`config.mk`:
```
export PLATFORM = sky130hd
export DESIGN_NAME = povMonitor
export DESIGN_NICKNAME = d
export VERILOG_FILES = /design/src/rtl/pov_pkg.sv /design/src/rtl/pov_ctrl.sv /design/src/rtl/pov_datapath.sv /design/src/rtl/povMonitor.sv
export SDC_FILE = /design/constraint.sdc
export NUM_CORES = 1
export LEC_CHECK = 0
export BUFFER_PORTS_ARGS = -buffer_cell sky130_fd_sc_hd__buf_2
export CAP_MARGIN = 20
export CELL_PAD_IN_SITES_DETAIL_PLACEMENT = 1
export CELL_PAD_IN_SITES_GLOBAL_PLACEMENT = 1
export CORE_UTILIZATION = 41
export CTS_BUF_LIST = sky130_fd_sc_hd__clkbuf_8
export DETAILED_ROUTE_END_ITERATION = 8
export PLACE_DENSITY_LB_ADDON = 0.1
export SLEW_MARGIN = 20
export SYNTH_ARGS = -nofsm -noshare
export SYNTH_HDL_FRONTEND = slang
export SYNTH_SLANG_ARGS = --single-unit
```
`constraint.sdc`:
```
create_clock -name clk -period 10.1 [get_ports clk]
set_input_delay 1.01 -clock clk [delete_from_list [all_inputs] [get_ports clk]]
set_output_delay 1.01 -clock clk [all_outputs]
set_load 0.1 [all_outputs]
```
`src/rtl/pov_pkg.sv`:
```
package pov_pkg;
  typedef struct packed {
    logic b3Eval;
    logic g1Eval;
    logic j1Load;
    logic blockMode;
    logic enhMode;
  } povStrobes_t;
endpackage

```
`src/rtl/pov_ctrl.sv`:
```
module pov_ctrl
  import pov_pkg::*;
(
  input  logic        clk,
  input  logic        rstN,
  input  logic        frameStart,
  input  logic        modeBlock,
  input  logic        modeEnh,
  input  logic        j1DumpEn,
  input  logic        b3Valid,
  input  logic        g1Valid,
  input  logic        j1Valid,
  output povStrobes_t strobes
);
  logic actBlock, actEnh, actDump;

  // mode controls are frozen between frame boundaries
  always_ff @(posedge clk) begin
    if (!rstN) begin
      actBlock <= 1'b0;
      actEnh   <= 1'b0;
      actDump  <= 1'b0;
    end else if (frameStart) begin
      actBlock <= modeBlock;
      actEnh   <= modeEnh;
      actDump  <= j1DumpEn;
    end
  end

  always_comb begin
    strobes.b3Eval    = b3Valid;
    strobes.g1Eval    = g1Valid;
    strobes.j1Load    = j1Valid & actDump;
    strobes.blockMode = actBlock;
    strobes.enhMode   = actEnh;
  end
endmodule

```
`src/rtl/pov_datapath.sv`:
```
module pov_datapath
  import pov_pkg::*;
#(
  parameter int BYTE_W  = 8,
  parameter int CNT_W   = 16,
  parameter int PERSIST = 5
) (
  input  logic              clk,
  input  logic              rstN,
  input  povStrobes_t       strobes,
  input  logic [BYTE_W-1:0] b3Byte,
  input  logic [BYTE_W-1:0] bipCalc,
  input  logic [BYTE_W-1:0] g1Byte,
  input  logic [BYTE_W-1:0] j1Byte,
  input  logic              errClr,
  output logic [CNT_W-1:0]  errCount,
  output logic              rdiActive,
  output logic [2:0]        rdiCode,
  output logic [BYTE_W-1:0] j1Captured
);
  localparam int IW = $clog2(BYTE_W + 1);
  localparam int PW = $clog2(PERSIST + 1);

  // ---------------- B3 parity ----------------
  logic [BYTE_W-1:0] parDiff;
  logic [IW-1:0]     bitErrs;
  logic [IW-1:0]     frameInc;
  logic [CNT_W:0]    sumWide;

  always_comb begin
    parDiff = b3Byte ^ bipCalc;
    bitErrs = '0;
    for (int i = 0; i < BYTE_W; i++) bitErrs = bitErrs + IW'(parDiff[i]);
    if (!strobes.b3Eval)         frameInc = '0;
    else if (strobes.blockMode)  frameInc = IW'(|parDiff);
    else                         frameInc = bitErrs;
    sumWide = {1'b0, errCount} + (CNT_W + 1)'(frameInc);
  end

  always_ff @(posedge clk) begin
    if (!rstN)                errCount <= '0;
    else if (errClr)          errCount <= CNT_W'(frameInc);
    else if (sumWide[CNT_W])  errCount <= '1;
    else                      errCount <= sumWide[CNT_W-1:0];
  end

  // ---------------- G1 defect filter ----------------
  logic [2:0]    frameCode, candCode;
  logic [PW-1:0] matchCnt, nextCnt;

  always_comb begin
    frameCode = strobes.enhMode ? g1Byte[3:1] : {g1Byte[3], 2'b00};
    if (frameCode != candCode)           nextCnt = PW'(1);
    else if (matchCnt == PW'(PERSIST))   nextCnt = matchCnt;
    else                                 nextCnt = matchCnt + PW'(1);
  end

  always_ff @(posedge clk) begin
    if (!rstN) begin
      candCode <= 3'b000;
      matchCnt <= '0;
      rdiCode  <= 3'b000;
    end else if (strobes.g1Eval) begin
      candCode <= frameCode;
      matchCnt <= nextCnt;
      if (nextCnt == PW'(PERSIST)) rdiCode <= frameCode;
    end
  end

  assign rdiActive = rdiCode[2] | rdiCode[1];

  // ---------------- J1 capture ----------------
  always_ff @(posedge clk) begin
    if (!rstN)               j1Captured <= '0;
    else if (strobes.j1Load) j1Captured <= j1Byte;
  end
endmodule

```
`src/rtl/povMonitor.sv`:
```
module povMonitor
  import pov_pkg::*;
#(
  parameter int BYTE_W  = 8,
  parameter int CNT_W   = 16,
  parameter int PERSIST = 5
) (
  input  logic              clk,
  input  logic              rstN,
  input  logic              frameStart,
  input  logic              modeBlock,
  input  logic              modeEnh,
  input  logic              j1DumpEn,
  input  logic              b3Valid,
  input  logic [BYTE_W-1:0] b3Byte,
  input  logic [BYTE_W-1:0] bipCalc,
  input  logic              g1Valid,
  input  logic [BYTE_W-1:0] g1Byte,
  input  logic              j1Valid,
  input  logic [BYTE_W-1:0] j1Byte,
  input  logic              errClr,
  output logic [CNT_W-1:0]  errCount,
  output logic              rdiActive,
  output logic [2:0]        rdiCode,
  output logic [BYTE_W-1:0] j1Captured
);
  povStrobes_t strobes;

  pov_ctrl u_ctrl (
    .clk(clk), .rstN(rstN), .frameStart(frameStart),
    .modeBlock(modeBlock), .modeEnh(modeEnh), .j1DumpEn(j1DumpEn),
    .b3Valid(b3Valid), .g1Valid(g1Valid), .j1Valid(j1Valid),
    .strobes(strobes)
  );

  pov_datapath #(.BYTE_W(BYTE_W), .CNT_W(CNT_W), .PERSIST(PERSIST)) u_dp (
    .clk(clk), .rstN(rstN), .strobes(strobes),
    .b3Byte(b3Byte), .bipCalc(bipCalc), .g1Byte(g1Byte), .j1Byte(j1Byte),
    .errClr(errClr), .errCount(errCount), .rdiActive(rdiActive),
    .rdiCode(rdiCode), .j1Captured(j1Captured)
  );
endmodule

```
==> impl_results.rst, run 1 <==
.. list-table::
   :header-rows: 1

   * - Metric
     - Value
   * - Run status
     - finished clean
   * - Maximum number of pins on one net before global-route repair
     - 29
   * - Avg WL per Cell
     - 13.07 um
   * - Clock Tree Buf Depth
     - 2
   * - Post-CTS Setup Inserts
     - 0
   * - Storage cell area
     - 720.7 sq um
   * - Top-level I/O count
     - 70
   * - Peak VDD IR
     - 0.09323 mV
   * - Path category of the worst min-delay check
     - flip-flop to flip-flop
   * - Top achievable clock speed
     - 0.1840 GHz
   * - Endpoint class of the critical path
     - flip-flop
   * - CP Data Arrival Time
     - 5.63 ns
   * - Count of input and output buffers
     - 64
   * - Total design power
     - 392.6 uW
   * - Switching portion of total power
     - 33.34%
   * - Final Critical Period
     - 5.435 ns
   * - Critical-path maximum fanout
     - 12
   * - Final clock skew
     - 0.005783 ns
   * - Clock tree from TritonCTS
     - yes
   * - Setup repair after global routing missed its margin
     - no
   * - Sequential power share
     - 38.9%
   * - 1st-iter DRT viols
     - 50
   * - Final setup violation count
     - 0
   * - Cell area after technology mapping
     - 2092 sq um
   * - Number of vias per cell
     - 5.141
   * - Number of sinks handled by clock tree synthesis
     - 36
   * - Total global-route track usage
     - 19.37%
   * - Accumulated negative setup slack
     - 0 ns
   * - Number of design rule violations left after detail routing
     - 0
   * - Fraction of the cycle the final worst path needs
     - 53.81%
   * - Post-synthesis cell type count
     - 42
   * - Routed via count
     - 1,892
   * - Area of the multi-input gates
     - 1260 sq um
   * - Total core area
     - 4817 sq um
   * - Total wirelength of the detailed-routed design
     - 4.808 mm
   * - Horizontal die dimension
     - 73.43 um
   * - Cell chosen for the clock root
     - sky130_fd_sc_hd__clkbuf_8
   * - Worst slew pin tran
     - 0.6303 ns
   * - Primary FF master, synth
     - sky130_fd_sc_hd__dfxtp_1
   * - Wire length of the first global-routing pass
     - 8.190 mm
   * - Yosys warning count
     - 0
   * - Critical Path RT
     - 10.30 ns
   * - Clk pin slew, worst setup/hold paths
     - 0.07 ns
   * - Count of inserted antenna diode cells
     - 0
   * - Cell Int Power
     - 261.7 uW
   * - Commonest cells in the synthesized netlist
     - sky130_fd_sc_hd__dfxtp_1, sky130_fd_sc_hd__nand2_1, sky130_fd_sc_hd__nand3_1, sky130_fd_sc_hd__inv_1
   * - GRT overflow
     - 0
   * - Deepest level of the CTS H-tree
     - 2
   * - Clock latency on the worst-skew pair
     - 0.28 ns
   * - Cells resized by post-CTS repair
     - 0
   * - Critical path startpoint category
     - primary input
   * - Final antenna-violating net count
     - 0
   * - Cell with the most instances after synthesis
     - sky130_fd_sc_hd__dfxtp_1
   * - Area share of the largest cell type after synthesis
     - 34.45%
   * - Area post-placement
     - 2441 sq um
   * - Proportion of register bits with asynchronous set or reset after synthesis
     - 0%
   * - Number of max-capacitance violations reported
     - 0
   * - Cell count after synthesis
     - 240
   * - Layout fillers
     - 635
   * - Share of cells above drive strength 1
     - 25.91%
   * - Remaining max-slew budget at the tightest pin
     - 57.85%
   * - Number of max-slew violations in the final report
     - 0
   * - Number of synthesized flops with an enable pin
     - 0
   * - Initial core utilization
     - 43.43%
   * - Count of hold-fix buffers inserted at cts
     - 0
   * - Portion of total power attributed to combinational logic
     - 30.0%
   * - Initial antenna violation count
     - 0
   * - TritonRoute pass-1 iters
     - 4
   * - Placement row count
     - 25
   * - Category of the critical setup timing path
     - primary input to flip-flop
   * - Via count of the first global-routing pass
     - 1,876
   * - Share of total power in the clock network
     - 31.1%
   * - Number of register bits inferred by synthesis
     - 36
   * - Syn_nets
     - 297
   * - Avg Synthesized Cell Area
     - 8.717 sq um
   * - Leakage component of the power
     - 0.001137 uW
   * - Number of buffers created by CTS
     - 5
   * - Full die area
     - 5392 sq um
   * - Final-stage net count
     - 357
   * - Final HPWL DP
     - 3.736 mm
   * - Net switching power
     - 130.9 uW
   * - Pwr per Cell Area
     - 154.0 nW/um^2
   * - Die Span Y
     - 73.43 um
   * - Cell taking the most area after synthesis
     - sky130_fd_sc_hd__dfxtp_1
   * - Slack of the worst reg-to-reg path
     - 7.30 ns
   * - Post-route cell area
     - 2549 sq um
   * - Routability congestion estimate from global placement
     - 0.7862
   * - Number of failing hold endpoints at the final stage
     - 0
   * - Sequential element share of the synthesized area
     - 34.45%
   * - Top area cells in the synthesized netlist
     - sky130_fd_sc_hd__dfxtp_1, sky130_fd_sc_hd__ha_1, sky130_fd_sc_hd__xor2_1
   * - Worst-case hold slack
     - 0.4617 ns
   * - Area growth from synthesis to layout
     - 21.83%
==> worst paths after layout <==
check                                                     start                         endpoint  depth (start not counted)
worst min register to register  u_dp.j1Captured[7]$_SDFFE_PN0P_  u_dp.j1Captured[7]$_SDFFE_PN0P_                          2
worst max-delay path                                 bipCalc[0]      u_dp.errCount[2]$_SDFF_PN0_                         14
worst min-delay path            u_dp.j1Captured[7]$_SDFFE_PN0P_  u_dp.j1Captured[7]$_SDFFE_PN0P_                          2
worst max register to register     u_ctrl.actBlock$_SDFFE_PN0P_      u_dp.errCount[2]$_SDFF_PN0_                         10
==> metal layers <==
metal	wire, um	global-route usage [%]	up-vias
met3	194	5.075	2
met5	0	0	-
met4	19	5.128	0
met2	2401	34.26	39
li1	-	-	950
met1	2194	23.20	901
==> registers in the layout, summed over array words and instances, names as in the netlist <==
name	flops
u_dp.matchCnt	3
u_dp.rdiCode	3
u_ctrl.actBlock	1
u_ctrl.actEnh	1
u_dp.errCount	16
u_dp.candCode	3
u_ctrl.actDump	1
u_dp.j1Captured	8
==> cell type report <==
| cell class | count | share of cell area [%] |
|---|---|---|
| multi-input combinational | 178 | 49.44 |
| inverter | 15 | 2.209 |
| sequential | 36 | 28.28 |
| clock buffer | 5 | 2.700 |
| clock inverter | 3 | 1.522 |
| tap | 67 | 3.289 |
| timing repair buffer | 64 | 12.57 |
==> cells by family after synthesis <==
family | synth area share, %
AND/OR/NAND/NOR | 21.17
AO/OA/AOI/OAI | 15.25
flip-flops | 34.45
buffers and inverters | 5.323
XOR/XNOR | 9.211
adder cells (fa/ha/maj) | 10.77
multiplexers | 3.828
==> critical path, cell delays in order <==
cell	delay, ns
sky130_fd_sc_hd__buf_2	0.10
sky130_fd_sc_hd__xor2_1	0.16
sky130_fd_sc_hd__ha_1	0.32
sky130_fd_sc_hd__fa_1	0.53
sky130_fd_sc_hd__inv_1	0.05
sky130_fd_sc_hd__fa_1	0.50
sky130_fd_sc_hd__fa_1	0.46
sky130_fd_sc_hd__fa_1	0.42
sky130_fd_sc_hd__or2_2	0.32
sky130_fd_sc_hd__fa_1	0.44
sky130_fd_sc_hd__nor2b_1	0.16
sky130_fd_sc_hd__o31a_2	0.23
sky130_fd_sc_hd__nand4_1	0.53
sky130_fd_sc_hd__a31oi_1	0.37
==> cells in the final DEF, fill, tap and decap left out, drive strengths merged, types with 2 or more instances in the layout <==
cell     n
nor3b    4
a31oi    4
nor2b    6
a21o     3
and3     7
or2      2
a211oi   2
fa       5
o21ai    7
nand3   17
mux2i    8
inv     16
nand4    4
nand2   29
nor3     3
ha      10
buf     64
nor2     8
a21oi   13
dfxtp   36
xor2    13
a21boi  11
clkbuf   5
xnor2    9
==> stage by stage <==
step | utilization [%] | setup slack, ns | cells
6_report | 52.91 | 4.665 | 368
5_1_grt | 52.91 | 4.415 | 368
4_1_cts | 52.91 | 4.689 | 368
3_5_place_dp | 50.68 | 4.410 | 360
3_3_place_gp | 50.68 | 4.402 | 360
2_1_floorplan | - | 5.024 | 240
==> power by group through the flow <==
stage	sequential [uW]	combinational [uW]	clock, uW
finish	153	118	122
global route	154	132	133
CTS	153	120	127
detailed placement	156	119	0
global placement	156	115	0
floorplan	185	63.7	0
Note: power is estimated with default switching activity, not from simulation.
==> run 2, diff against run 1 <==
- CORE_UTILIZATION: 41 -> 38
- clock period: 10.1 -> 5.1 ns (I/O delays scaled with it)
==> impl_results.rst, run 2 (synthesized netlist as in run 1, its figures left out) <==
.. list-table::
   :header-rows: 1

   * - Metric
     - Value
   * - Count of hold-fix buffers inserted at cts
     - 0 (unchanged)
   * - Remaining max-slew budget at the tightest pin
     - 66.86% (+9.0 points)
   * - Critical Path RT
     - 5.34 ns (-4.96 ns)
   * - Total global-route track usage
     - 17.85% (-1.5 points)
   * - Run status
     - finished clean
   * - Die Span Y
     - 76.20 um (+3.8%)
   * - Biggest register
     - u_dp.errCount
   * - Fraction of the cycle the final worst path needs
     - 90.96%
   * - Routability congestion estimate from global placement
     - 0.7590 (-3.5%)
   * - Post-route cell area
     - 2561 sq um (+0.49%)
   * - Category of the critical setup timing path
     - primary input to flip-flop
   * - Top-level I/O count
     - 70 (unchanged)
   * - Final HPWL DP
     - 3.729 mm (-0.20%)
   * - Critical-path maximum fanout
     - 4 (-8)
   * - Leading cell type in the layout, fill and taps excluded
     - sky130_fd_sc_hd__buf_2
   * - Total design power
     - 749.0 uW (+91%)
   * - Endpoint class of the critical path
     - flip-flop
   * - Top achievable clock speed
     - 0.2156 GHz
   * - Horizontal die dimension
     - 76.20 um (+3.8%)
   * - Initial antenna violation count
     - 0 (unchanged)
   * - Number of sinks handled by clock tree synthesis
     - 36 (unchanged)
   * - CP Data Arrival Time
     - 4.88 ns (-0.75 ns)
   * - Initial core utilization
     - 40.19% (-3.2 points)
   * - Setup repair after global routing missed its margin
     - no
   * - Clock tree from TritonCTS
     - yes
   * - Final setup violation count
     - 0 (unchanged)
   * - Count of inserted antenna diode cells
     - 0 (unchanged)
   * - Final clock skew
     - 0.008731 ns (+0.002948 ns)
   * - Final Critical Period
     - 4.639 ns
   * - Clock Tree Buf Depth
     - 2 (unchanged)
   * - Cells resized by post-CTS repair
     - 0 (unchanged)
   * - Cell Int Power
     - 483.2 uW (+85%)
   * - GRT overflow
     - 0 (unchanged)
   * - Number of vias per cell
     - 5.072 (-1.3%)
   * - Share of total power in the clock network
     - 28.4% (-2.7 points)
   * - Cell chosen for the clock root
     - sky130_fd_sc_hd__clkbuf_8
   * - Sequential power share
     - 40.4% (+1.5 points)
   * - Number of max-slew violations in the final report
     - 0 (unchanged)
   * - Total wirelength of the detailed-routed design
     - 4.866 mm (+1.2%)
   * - Area growth from synthesis to layout
     - 22.43%
   * - Clock latency on the worst-skew pair
     - 0.29 ns (about the same)
   * - Worst slew pin tran
     - 0.5006 ns (-0.1297 ns)
   * - Most frequent cells in the layout
     - sky130_fd_sc_hd__buf_2, sky130_fd_sc_hd__dfxtp_1, sky130_fd_sc_hd__nand2_1
   * - Worst-case hold slack
     - 0.4575 ns (-0.004217 ns)
   * - Peak VDD IR
     - 0.1386 mV (+49%)
   * - Number of failing hold endpoints at the final stage
     - 0 (unchanged)
   * - Total core area
     - 5205 sq um (+8.1%)
   * - Via count of the first global-routing pass
     - 1,798 (-4.2%)
   * - Clk pin slew, worst setup/hold paths
     - 0.08 ns (about the same)
   * - Avg WL per Cell
     - 13.01 um (-0.42%)
   * - Area post-placement
     - 2467 sq um (+1.1%)
   * - Portion of total power attributed to combinational logic
     - 31.2% (+1.2 points)
   * - Deepest level of the CTS H-tree
     - 2 (unchanged)
   * - Full die area
     - 5806 sq um (+7.7%)
   * - Number of max-capacitance violations reported
     - 0 (unchanged)
   * - Share of cells above drive strength 1
     - 26.64% (+0.73 points)
   * - Pwr per Cell Area
     - 292.4 nW/um^2 (+90%)
   * - Net switching power
     - 265.8 uW (+100%)
   * - Leakage component of the power
     - 0.001140 uW (+0.27%)
   * - Switching portion of total power
     - 35.49% (+2.2 points)
   * - Path category of the worst min-delay check
     - flip-flop to flip-flop
   * - Placement row count
     - 26 (+4.0%)
   * - Final antenna-violating net count
     - 0 (unchanged)
   * - Flip-flop count of the largest register, all copies and words added
     - 16 (unchanged)
   * - Wire length of the first global-routing pass
     - 8.349 mm (+1.9%)
   * - Number of design rule violations left after detail routing
     - 0 (unchanged)
   * - Maximum number of pins on one net before global-route repair
     - 29 (unchanged)
   * - Largest registers
     - u_dp.errCount x16, u_dp.j1Captured x8
   * - Accumulated negative setup slack
     - 0 ns (unchanged)
   * - Post-CTS Setup Inserts
     - 0 (unchanged)
   * - 1st-iter DRT viols
     - 24 (-52%)
   * - Count of input and output buffers
     - 64 (unchanged)
   * - Number of buffers created by CTS
     - 5 (unchanged)
   * - Routed via count
     - 1,897 (+0.26%)
   * - Final-stage net count
     - 360 (+0.84%)
   * - TritonRoute pass-1 iters
     - 3 (-1)
   * - Critical path startpoint category
     - primary input
   * - Final core utilization
     - 49.21% (-3.7 points)
run 2: cell types whose count changed in the layout (fill, tap and decap cells not counted):
cell / previous run / this run
sky130_fd_sc_hd__clkinvlp_4: 0 / 1
sky130_fd_sc_hd__clkinv_2: 1 / 0
sky130_fd_sc_hd__bufinv_16: 1 / 0
sky130_fd_sc_hd__clkbuf_8: 5 / 6
sky130_fd_sc_hd__buf_4: 0 / 3
run 2: through the flow:
stage,worst slack [ns],cells
after CTS,0.4530,374
after floorplan,0.5245,240
after detailed placement,0.1557,366
after global routing,0.1834,374
final,0.4611,374
after global placement,0.2323,366
run 2: power groups by stage:
stage	combinational (uW)	clock (uW)	sequential, uW
floorplan	126	0	366
global placement	229	0	309
detailed placement	236	0	309
CTS	238	220	303
global route	264	233	305
finish	233	213	303
run 2: final cells by class:
cell class | count | area [sq um]
Fill cell | 662 | 2644
Sequential cell | 36 | 720.7
Clock buffer | 6 | 82.58
Clock inverter | 2 | 11.26
Multi-Input combinational cell | 178 | 1260
Tap cell | 70 | 87.58
Inverter | 15 | 56.30
Timing Repair Buffer | 67 | 342.8
run 2: worst paths after layout:
check | endpoint | cells after the start | slack, ns | from
hold reg to reg | u_dp.rdiCode[0]$_SDFFE_PN0P_ | 2 | 0.46 | u_dp.rdiCode[0]$_SDFFE_PN0P_
hold / removal | u_dp.rdiCode[0]$_SDFFE_PN0P_ | 2 | 0.46 | u_dp.rdiCode[0]$_SDFFE_PN0P_
setup reg to reg | u_dp.errCount[3]$_SDFF_PN0_ | 11 | 2.59 | u_ctrl.actBlock$_SDFFE_PN0P_
setup / recovery | u_dp.errCount[3]$_SDFF_PN0_ | 15 | 0.46 | bipCalc[0]
run 2: per-layer routing:
layer  vias to the layer above  track usage (%)  share of wire [%]
li1                        951                -                  -
met1                       897            22.26                 48
met2                        42            30.27                 46
met3                         7            3.593                4.2
met4                         0            6.923                1.3
met5                         -                0                  0
run 2: critical path: stages:
cell and delay [ns]:
sky130_fd_sc_hd__buf_2 0.10, sky130_fd_sc_hd__xor2_1 0.17, sky130_fd_sc_hd__ha_1 0.32, sky130_fd_sc_hd__fa_1 0.54, sky130_fd_sc_hd__inv_1 0.05, sky130_fd_sc_hd__fa_1 0.50
sky130_fd_sc_hd__fa_1 0.47, sky130_fd_sc_hd__fa_1 0.42, sky130_fd_sc_hd__or2_2 0.33, sky130_fd_sc_hd__fa_1 0.44, sky130_fd_sc_hd__nor2b_1 0.20, sky130_fd_sc_hd__o31a_2 0.21
sky130_fd_sc_hd__nand3_1 0.16, sky130_fd_sc_hd__nor3_1 0.23, sky130_fd_sc_hd__o221a_2 0.22
